$ cat src/rtl/wbuf_hazard.sv
module wbuf_hazard #(
  parameter int AW         = 32,
  parameter int DW         = 32,
  parameter int DEPTH      = 4,
  parameter int LINE_BYTES = 32
) (
  input  logic                  clk,
  input  logic                  rst_n,
  input  logic                  st_valid,
  input  logic [AW-1:0]         st_addr,
  input  logic [DW-1:0]         st_data,
  input  logic [DW/8-1:0]       st_be,
  output logic                  st_ready,
  input  logic                  ld_valid,
  input  logic [AW-$clog2(LINE_BYTES)-1:0] ld_line,
  output logic                  ld_stall,
  output logic                  mem_valid,
  output logic [AW-1:0]         mem_addr,
  output logic [DW-1:0]         mem_data,
  output logic [DW/8-1:0]       mem_be,
  input  logic                  mem_ready
);
  localparam int BW  = DW / 8;
  localparam int OFS = $clog2(LINE_BYTES);
  localparam int PW  = (DEPTH > 1) ? $clog2(DEPTH) : 1;
  localparam int CW  = $clog2(DEPTH + 1);
  localparam logic [CW-1:0] FULLC = CW'(DEPTH);
  localparam logic [PW-1:0] LASTP = PW'(DEPTH - 1);

  logic [AW-1:0]    q_addr [DEPTH];
  logic [DW-1:0]    q_data [DEPTH];
  logic [BW-1:0]    q_be   [DEPTH];
  logic [DEPTH-1:0] q_vld, hit;
  logic [PW-1:0]    wr_ptr, rd_ptr;
  logic [CW-1:0]    count;

  wire enq = st_valid & st_ready;
  wire deq = mem_valid & mem_ready;

  assign st_ready  = (count != FULLC);
  assign mem_valid = q_vld[rd_ptr];
  assign mem_addr  = q_addr[rd_ptr];
  assign mem_data  = q_data[rd_ptr];
  assign mem_be    = q_be[rd_ptr];

  always_ff @(posedge clk) begin
    if (!rst_n) begin
      q_vld  <= '0;
      wr_ptr <= '0;
      rd_ptr <= '0;
      count  <= '0;
    end else begin
      if (enq) begin
        q_vld[wr_ptr] <= 1'b1;
        wr_ptr <= (wr_ptr == LASTP) ? '0 : wr_ptr + 1'b1;
      end
      if (deq) begin
        q_vld[rd_ptr] <= 1'b0;
        rd_ptr <= (rd_ptr == LASTP) ? '0 : rd_ptr + 1'b1;
      end
      count <= count + CW'(enq) - CW'(deq);
    end
  end

  always_ff @(posedge clk) begin
    if (enq) begin
      q_addr[wr_ptr] <= st_addr;
      q_data[wr_ptr] <= st_data;
      q_be[wr_ptr]   <= st_be;
    end
  end

  for (genvar i = 0; i < DEPTH; i++) begin : g_cmp
    assign hit[i] = q_vld[i] && (q_addr[i][AW-1:OFS] == ld_line);
  end

  assign ld_stall = ld_valid && (|hit);

  a_r5_no_overflow: assert property (@(posedge clk) disable iff (!rst_n)
    count <= FULLC);

  a_r3_hold_head: assert property (@(posedge clk) disable iff (!rst_n)
    (mem_valid && !mem_ready) |=> (mem_valid && $stable(mem_addr) &&
                                   $stable(mem_data) && $stable(mem_be)));

  a_r2_first_out: assert property (@(posedge clk) disable iff (!rst_n)
    (enq && !mem_valid) |=> (mem_valid && mem_addr == $past(st_addr) &&
                             mem_data == $past(st_data)));

  a_r7_empty_no_stall: assert property (@(posedge clk) disable iff (!rst_n)
    !mem_valid |-> !ld_stall);

  a_r4_last_leaves: assert property (@(posedge clk) disable iff (!rst_n)
    (deq && !enq && count == CW'(1)) |=> !mem_valid);
endmodule

$ cat config.mk
export PLATFORM = sky130hd
export DESIGN_NAME = wbuf_hazard
export DESIGN_NICKNAME = d
export VERILOG_FILES = /design/src/rtl/wbuf_hazard.sv
export SDC_FILE = /design/constraint.sdc
export NUM_CORES = 1
export LEC_CHECK = 0
export ABC_CLOCK_PERIOD_IN_PS = 8600
export BUFFER_PORTS_ARGS = -buffer_cell sky130_fd_sc_hd__clkbuf_2
export CELL_PAD_IN_SITES_DETAIL_PLACEMENT = 0
export CELL_PAD_IN_SITES_GLOBAL_PLACEMENT = 1
export CORE_MARGIN = 2
export CORE_UTILIZATION = 55
export CTS_BUF_LIST = sky130_fd_sc_hd__clkbuf_8
export DETAILED_ROUTE_END_ITERATION = 12
export GPL_TIMING_DRIVEN = 1
export PLACE_DENSITY_LB_ADDON = 0.25
export SLEW_MARGIN = 15
export SYNTH_ARGS = -nofsm -noshare
export SYNTH_HDL_FRONTEND = slang
export SYNTH_SLANG_ARGS = --single-unit
$ cat constraint.sdc
create_clock -name clk -period 8.6 [get_ports clk]
set_clock_uncertainty 0.05 [all_clocks]
set_input_delay 0 -clock clk [delete_from_list [all_inputs] [get_ports clk]]
set_output_delay 0 -clock clk [all_outputs]
set_load 0.1 [all_outputs]
# Word level (Yosys, flattened, before mapping)
# Memory sizes are Yosys's and may differ from the RTL's. A register that Yosys moved wholly into a read port is not among the register bits.
# Cells that the tools add are included.
[totals]
reg_bits = 11
ram_bits = 272
inputBits = 100
output_inout_bits = 71
word_cells = 54
n_memories = 3
[classes]
add_sub_neg = 4
order_cmp = 4
n_eq_ne = 7
n_mux = 19
bitwise_logic = 5
n_reduce_logical = 8
[mem_list]
columns = ["memory", "depth", "word_bits", "rd", "rd_clocked_by_memory_dff", "write_ports", "line_no", "source"]
rows = [
  ["q_addr", 4, 32, 5, 1, 1, "30", "logic [AW-1:0] q_addr [DEPTH];"],
  ["q_data", 4, 32, 1, 1, 1, "31", "logic [DW-1:0] q_data [DEPTH];"],
  ["q_be", 4, 4, 1, 1, 1, "32", "logic [BW-1:0] q_be [DEPTH];"],
]
[ops]
columns = ["op", "n"]
rows = [
  ["equality test 27 bit", 4],
  ["2-to-1 mux 2 bit", 8],
  ["2-to-1 mux 4 bit", 3],
  ["logical AND 1 bit", 7],
  ["< comparator 2 x 3 -> 1 bit, second input constant", 2],
  ["2-to-1 mux 1 bit", 5],
  ["adder 2 x 1 -> 2 bit, second input constant", 2],
  ["AND 4 bit", 1],
  ["demux 1 bit (select 2 bit)", 2],
  ["equality test 2 bit, second input constant", 2],
  [">= comparator 2 x 1 -> 1 bit, second input constant", 2],
  ["NOT 4 bit", 1],
  ["OR 4 bit", 1],
  ["OR reduction 4 bit", 1],
  ["adder 3 x 1 -> 3 bit", 1],
  ["inequality test 3 bit, second input constant", 1],
  ["subtractor 3 x 1 -> 3 bit", 1],
  ["AND 1 bit", 2],
  ["binary-select mux 1 bit (select 2 bit)", 1],
]

# Logic depth before layout (Yosys ltp)
# Gate-level depths: netlist (run 1).
[logic_depth]
word_depth = 9
ltp_mapped = 11

# Worst setup path before layout (run 1)
# No wires, ideal clock.
[synth_timing]
path_kind = "reg-to-reg"
startpoint = "register count[1]"
endpoint = "memory q_addr[0][0], enable pin"
setup_time_ns = 0.435
t_arrival_ns = 2.936
required_ns = 8.115
setup_slack_ns = 5.179
stages_incl_launch_ff = 3
path_buffers = 0
period_less_slack_ns = 3.421
path_cell_list = "dfxtp_1 > or3b_1 > and3_1"
[synth_via]
elab_chain_cells = 4
[synth_rtl]
columns = ["item", "line_no", "source"]
rows = [
  ["start: declaration", "35", "logic [CW-1:0] count;"],
  ["start signal: assignment", "61", "count <= count + CW'(enq) - CW'(deq);"],
  ["inequality test 3 bit", "40", "assign st_ready = (count != FULLC);"],
  ["net st_ready", "13", "output logic st_ready,"],
  ["AND 1 bit", "37", "wire enq = st_valid & st_ready;"],
  ["2-to-1 mux 1 bit", "66", "if (enq) begin"],
  ["2-to-1 mux 1 bit (not written as such)", "67", "q_addr[wr_ptr] <= st_addr;"],
  ["end: declaration", "30", ""],
]
# The timed path passes the listed nets, and every way through them passes these cells.

==> summary.md, run 1 <==
| Metric | Value |
|---|---|
| Pleak | 4.94 nW |
| Finished Core Util | 68.2% |
| RSZ-0062 raised after global routing | false |
| DR DRC count | 0 |
| Syn Inst Count | 580 |
| Setup crit start kind | flop |
| Core region area | 20900 µm² |
| Core Rows | 53 |
| Initial antenna violation count | 1 |
| Die W | 150 µm |
| DR vias/cell | 5.49 |
| Design Power | 3.70 mW |
| Syn Nets | 691 |
| Most common cell after layout, fill and taps aside | edfxtp_1 |
| Pin count of the biggest net entering global routing | 70 |
| Top Ports | 171 |
| Port-buffer cells | 170 |
| MaxCap Viol Count | 0 |
| Final wirelength | 25.4 mm |
| Peak supply drop | 0.220 mV |
| Layout cells sized above 1 | 34.3% |
| Worst Path Required | 8550 ps |
| Global route total overflow | 0 |
| Final setup TNS | 0 ps |
| Nets | 955 |
| Clock Latency Late Sink | 540 ps |
| Clock buffer depth | 3 |
| Final hold vios | 0 |
| Final Cycle Share | 37.0% |
| Vias in the first global route | 6887 |
| CTS Buf Count | 45 |
| Routed length per placed instance | 22.1 µm |
| Die height | 150 µm |
| Mapped Area | 11600 µm² |
| Power per cell area | 260 nW/µm² |
| First-pass DRT Iterations | 5 |
| YS warnings | 0 |
| Synth-to-layout area growth | 22.3% |
| DR iter-0 viols | 352 |
| Root Driver | clkbuf_8 |
| Yosys reg bits | 285 |
| Slew @ Worst Pin | 1130 ps |
| Critical setup path kind | reg2out |
| Fmax | 0.314 GHz |
| Setup Viol. Count Final | 0 |
| Commonest cells after routing, fill and taps aside | 272 x edfxtp_1, 170 x clkbuf_2, 71 x dlygate4sd3_1, 69 x mux4_2, 61 x xnor2_1 |
| WP data arrival | 3130 ps |
| Avg Synthesized Cell Area | 20.1 µm² |
| Clk sink count | 285 |
| First-pass GRT wire length | 38.2 mm |
| Worst slew margin | 24.9% |
| Sequential area share after synthesis | 72.4% |
| Crit-path max FO | 39 |
| Tightest Hold Check Type | in2reg |
| CP Capture Type | output port |
| Gr usage total | 23.2% |
| Post-DP HPWL | 15.6 mm |
| CTS tree | yes |
| Status | finished, final reports clean |
| Post-route antenna net violation count | 0 |
| Clock transition at path regs | 60 ps |
| Post-synth cell types | 25 |
| Slew Limit Fails | 0 |
| Die area | 22400 µm² |
| Routed via count | 6320 |
| GPL Wtd Cong | 0.887 |
| H-tree Lvls | 2 |
| Initial Util | 55.8% |
| Post-route minimum period | 3180 ps |
## layer usage
metal | wire [µm] | GRT usage (%) | vias to the layer above
li1 | - | - | 2850
met1 | 9710 | 28.6 | 3208
met2 | 13300 | 40.4 | 220
met3 | 1830 | 6.07 | 42
met4 | 615 | 7.48 | 0
met5 | 0 | 0 | -
## where the power goes
group | leakage [nW] | internal [mW] | switching (mW)
clock network | 0.445 | 0.487 | 0.495
logic | 1.90 | 0.233 | 0.771
registers | 2.60 | 1.66 | 0.0600
total | 4.94 | 2.38 | 1.33
## registers in the layout, indices dropped and copies added, names as in the netlist, named ones only
name and flops:
q_data 128, wr_ptr 2, rd_ptr 2, q_be 16
q_addr 128, count 3, q_vld 4
## synth_stat cells
master / instances / area [µm²]
a21oi_1: 5 / 25.0
and2_1: 2 / 12.5
buf_6: 1 / 11.3
a211oi_1: 3 / 22.5
inv_1: 8 / 30.0
nor2_1: 15 / 56.3
nand4_1: 20 / 125
buf_1: 2 / 7.51
fa_1: 1 / 20.0
dfxtp_1: 13 / 260
buf_2: 9 / 45.0
mux4_2: 69 / 1550
xnor2_1: 61 / 534
clkbuf_1: 14 / 52.6
o21ai_0: 1 / 5.00
buf_4: 1 / 7.51
xor2_1: 49 / 429
clkinv_1: 1 / 3.75
edfxtp_1: 272 / 8170
nor4_1: 16 / 100
ha_1: 10 / 125
and3_1: 4 / 25.0
or3b_1: 1 / 8.76
and2_4: 1 / 8.76
a41oi_1: 1 / 8.76
## worst paths after layout
check                            startpoint  depth (start not counted)  slack (ps)            end
worst max-delay path                   flop                          3        5420   mem_data[28]
worst min-delay path            st_data[17]                          2         160  q_data[0][17]
worst max register to register    rd_ptr[0]                         10        5880       count[2]
worst min register to register     q_vld[1]                          2         500       q_vld[1]
## critical path, cell delays in order (launching register included)
cell	delay [ps]
dfxtp_4	770
buf_4	720
mux4_2	620
clkbuf_2	390
## through the flow
step                      hold slack [ps]  worst slack (ps)  std cells  cell area (µm²)
after floorplan                      48.9              5180        580            11600
after global placement                162              5840       1001            12800
after detailed placement              168              5850       1001            12800
after CTS                             134              5290       1149            14200
after global routing                  145              5160       1150            14200
final                                 163              5420       1151            14200
## kinds of logic (layout without fill, tap and decap cells)
kind of cell               count (synthesis)  after routing  synth area share (%)
muxes                                     69             69                  13.3
xor gates and xnor gates                 110            110                  8.27
buffers and inverters                     36            330                  1.35
AOI/OAI and AO/OA                         10             10                 0.526
DFF                                      285            285                  72.4
adders and majority gates                 11             11                  1.25
other                                      0              2                     0
and+or+nand+nor                           59             59                  2.89
## timing repair
action | CTS | global route
gates resized for setup | 0 | 0
endpoints found under the hold margin | 285 | 0
hold buffers | 71 | 0
buffers inserted | 0 | 0
## cell type report
| type | instances | area, µm² |
|---|---|---|
| Sequential cell | 285 | 8440 |
| Fill cell | 1406 | 6650 |
| Multi-Input combinational cell | 259 | 3080 |
| Timing Repair Buffer | 244 | 1580 |
| Clock buffer | 45 | 619 |
| Tap cell | 275 | 344 |
| Clock inverter | 32 | 138 |
| Inverter | 9 | 33.8 |
| Antenna cell | 2 | 5.00 |
(Power assumes the default switching activity.)
==> run 2: changes to the inputs <==
--- a/config.mk
+++ b/config.mk
@@ -5,12 +5,12 @@
 export SDC_FILE = /design/constraint.sdc
 export NUM_CORES = 1
 export LEC_CHECK = 0
-export ABC_CLOCK_PERIOD_IN_PS = 8600
+export ABC_CLOCK_PERIOD_IN_PS = 3150
 export BUFFER_PORTS_ARGS = -buffer_cell sky130_fd_sc_hd__clkbuf_2
 export CELL_PAD_IN_SITES_DETAIL_PLACEMENT = 0
 export CELL_PAD_IN_SITES_GLOBAL_PLACEMENT = 1
 export CORE_MARGIN = 2
-export CORE_UTILIZATION = 55
+export CORE_UTILIZATION = 51
 export CTS_BUF_LIST = sky130_fd_sc_hd__clkbuf_8
 export DETAILED_ROUTE_END_ITERATION = 12
 export GPL_TIMING_DRIVEN = 1
==> constraint.sdc (replaced) <==
create_clock -name clk -period 3.15 [get_ports clk]
set_clock_uncertainty 0.05 [all_clocks]
set_input_delay 0 -clock clk [delete_from_list [all_inputs] [get_ports clk]]
set_output_delay 0 -clock clk [all_outputs]
set_load 0.1 [all_outputs]
==> summary.md, run 2 (synthesis results as in run 1) <==
| Metric | Value |
|---|---|
| CTS Buf Count | 46 |
| Layout cells sized above 1 | 35.3% |
| Gate power share | 27.1% |
| Routed via count | 6426 |
| Pin count of the biggest net entering global routing | 41 |
| Die area | 24100 µm² |
| Setup Viol. Count Final | 0 |
| Core region area | 22500 µm² |
| GPL Wtd Cong | 0.868 |
| DR vias/cell | 5.46 |
| Clock buffer depth | 3 |
| Most common cell after layout, fill and taps aside | edfxtp_1 |
| Switching component of the power | 3.71 mW |
| Nets | 963 |
| Commonest cells after routing, fill and taps aside | 272 x edfxtp_1, 170 x clkbuf_2, 71 x dlygate4sd3_1, 69 x mux4_2, 61 x xnor2_1 |
| Post-route antenna net violation count | 0 |
| Routed length per placed instance | 22.3 µm |
| Clock transition at path regs | 60 ps |
| Setup bufs post-CTS | 0 |
| Pre-CTS setup slack | 470 ps |
| Clock Latency Late Sink | 540 ps |
| Fmax | 0.363 GHz |
| R2r setup slk | 480 ps |
| RSZ-0062 raised after global routing | false |
| First-pass GRT wire length | 39.8 mm |
| Slew @ Worst Pin | 626 ps |
| Vias in the first global route | 6984 |
| Filler cells | 1571 |
| MaxCap Viol Count | 0 |
| Final Non-Filler Cells | 1177 |
| Power per cell area | 717 nW/µm² |
| Core Rows | 55 |
| WP data arrival | 2710 ps |
| Die height | 155 µm |
| Post-DP HPWL | 17.1 mm |
| Top Ports | 171 |
| Final wirelength | 26.2 mm |
| Worst Path Required | 3100 ps |
| Synth-to-layout area growth | 24.1% |
| DR iter-0 viols | 358 |
| Worst slew margin | 58.3% |
| Critical setup path kind | reg2out |
| Final Cycle Share | 87.5% |
| Peak supply drop | 0.528 mV |
| Largest registers | q_addr x128, q_data x128, q_be x16 |
| Crit-path max FO | 2 |
| Global route total overflow | 0 |
| Gr usage total | 22.5% |
| Seq pwr share | 44.9% |
| Status | finished, final reports clean |
| Final standard cell area without fillers | 14500 µm² |
| Slew Limit Fails | 0 |
| Clk sink count | 285 |
| First-pass DRT Iterations | 4 |
| CP Capture Type | output port |
| Final hold vios | 0 |
| Post-route minimum period | 2760 ps |
| CTS resizes | 0 |
| Tightest Hold Check Type | in2reg |
| Final setup TNS | 0 ps |
| Switching Fraction | 35.8% |
| Dpl cell area | 12900 µm² |
| H-tree Lvls | 2 |
| Pleak | 5.02 nW |
| Initial Util | 51.8% |
| Root Driver | clkbuf_8 |
| Int Power | 6.66 mW |
| Setup crit start kind | flop |
| Initial antenna violation count | 4 |
| Worst setup margin | 393 ps |
| CTS tree | yes |
| Die W | 155 µm |
| Clock share of power | 28.0% |
| Port-buffer cells | 170 |
| Placed Instances | 1018 |
| DR DRC count | 0 |
==> run 2: changes by cell type in the layout (fill, tap and decap cells not counted), sizes merged <==
cell / delta
clkinvlp: +1
buf: +7
clkinv: +10
bufinv: +1
clkbuf: +2
inv: -5
==> run 2: final timing paths <==
path                  from            end  cells past startpoint
min            st_data[29]  q_data[0][29]                      2
max          q_addr[3][20]       ld_stall                      6
min reg2reg       q_vld[0]       q_vld[0]                      2
max reg2reg      rd_ptr[0]       count[2]                     10
==> run 2: per-stage QoR <==
stage / utilization, % / hold slack [ps] / power [mW]
2_1_floorplan: - / 48.9 / 6.87
3_3_place_gp: 57.3 / 161 / 7.45
3_5_place_dp: 57.3 / 170 / 7.49
4_1_cts: 64.2 / 120 / 10.5
5_1_grt: 64.2 / 129 / 10.8
6_report: 64.2 / 155 / 10.4
==> run 2: worst max-delay path, stage by stage, from the launching register on <==
cell and delay [ps]:
edfxtp_1 400, xnor2_1 330, nand4_1 150, nor4_1 280, nand4_1 130, a41oi_1 350
clkbuf_2 520
==> run 2: timing repair <==
action | CTS | global route
endpoints found under the setup margin | 0 | 0
endpoints found under the hold margin | 285 | 0
hold buffers | 71 | 0
==> run 2: layout make-up <==
type	instances	area [µm²]	share of cell area (%)
Inverter	9	33.8	0.234
Multi-Input combinational cell	259	3080	21.3
Sequential cell	285	8440	58.4
Antenna cell	2	5.00	0.0346
Tap cell	285	357	2.47
Clock inverter	39	196	1.36
Clock buffer	47	647	4.48
Timing Repair Buffer	251	1700	11.8
==> run 2: power by group through the flow <==
stage	clock, mW	sequential (mW)	combinational, mW
5_1_grt	3.16	4.69	2.93
3_3_place_gp	0	4.72	2.73
2_1_floorplan	0	4.68	2.19
3_5_place_dp	0	4.74	2.75
6_report	2.90	4.66	2.81
4_1_cts	2.96	4.66	2.83
==> run 2: per-layer routing <==
| layer | GRT usage, % | vias to the layer above | part of all wire, % |
|---|---|---|---|
| li1 | - | 2889 | - |
| met1 | 28.7 | 3229 | 40 |
| met2 | 37.8 | 252 | 50 |
| met3 | 6.18 | 52 | 7.6 |
| met4 | 7.54 | 4 | 2.8 |
| met5 | 0 | - | 0.11 |
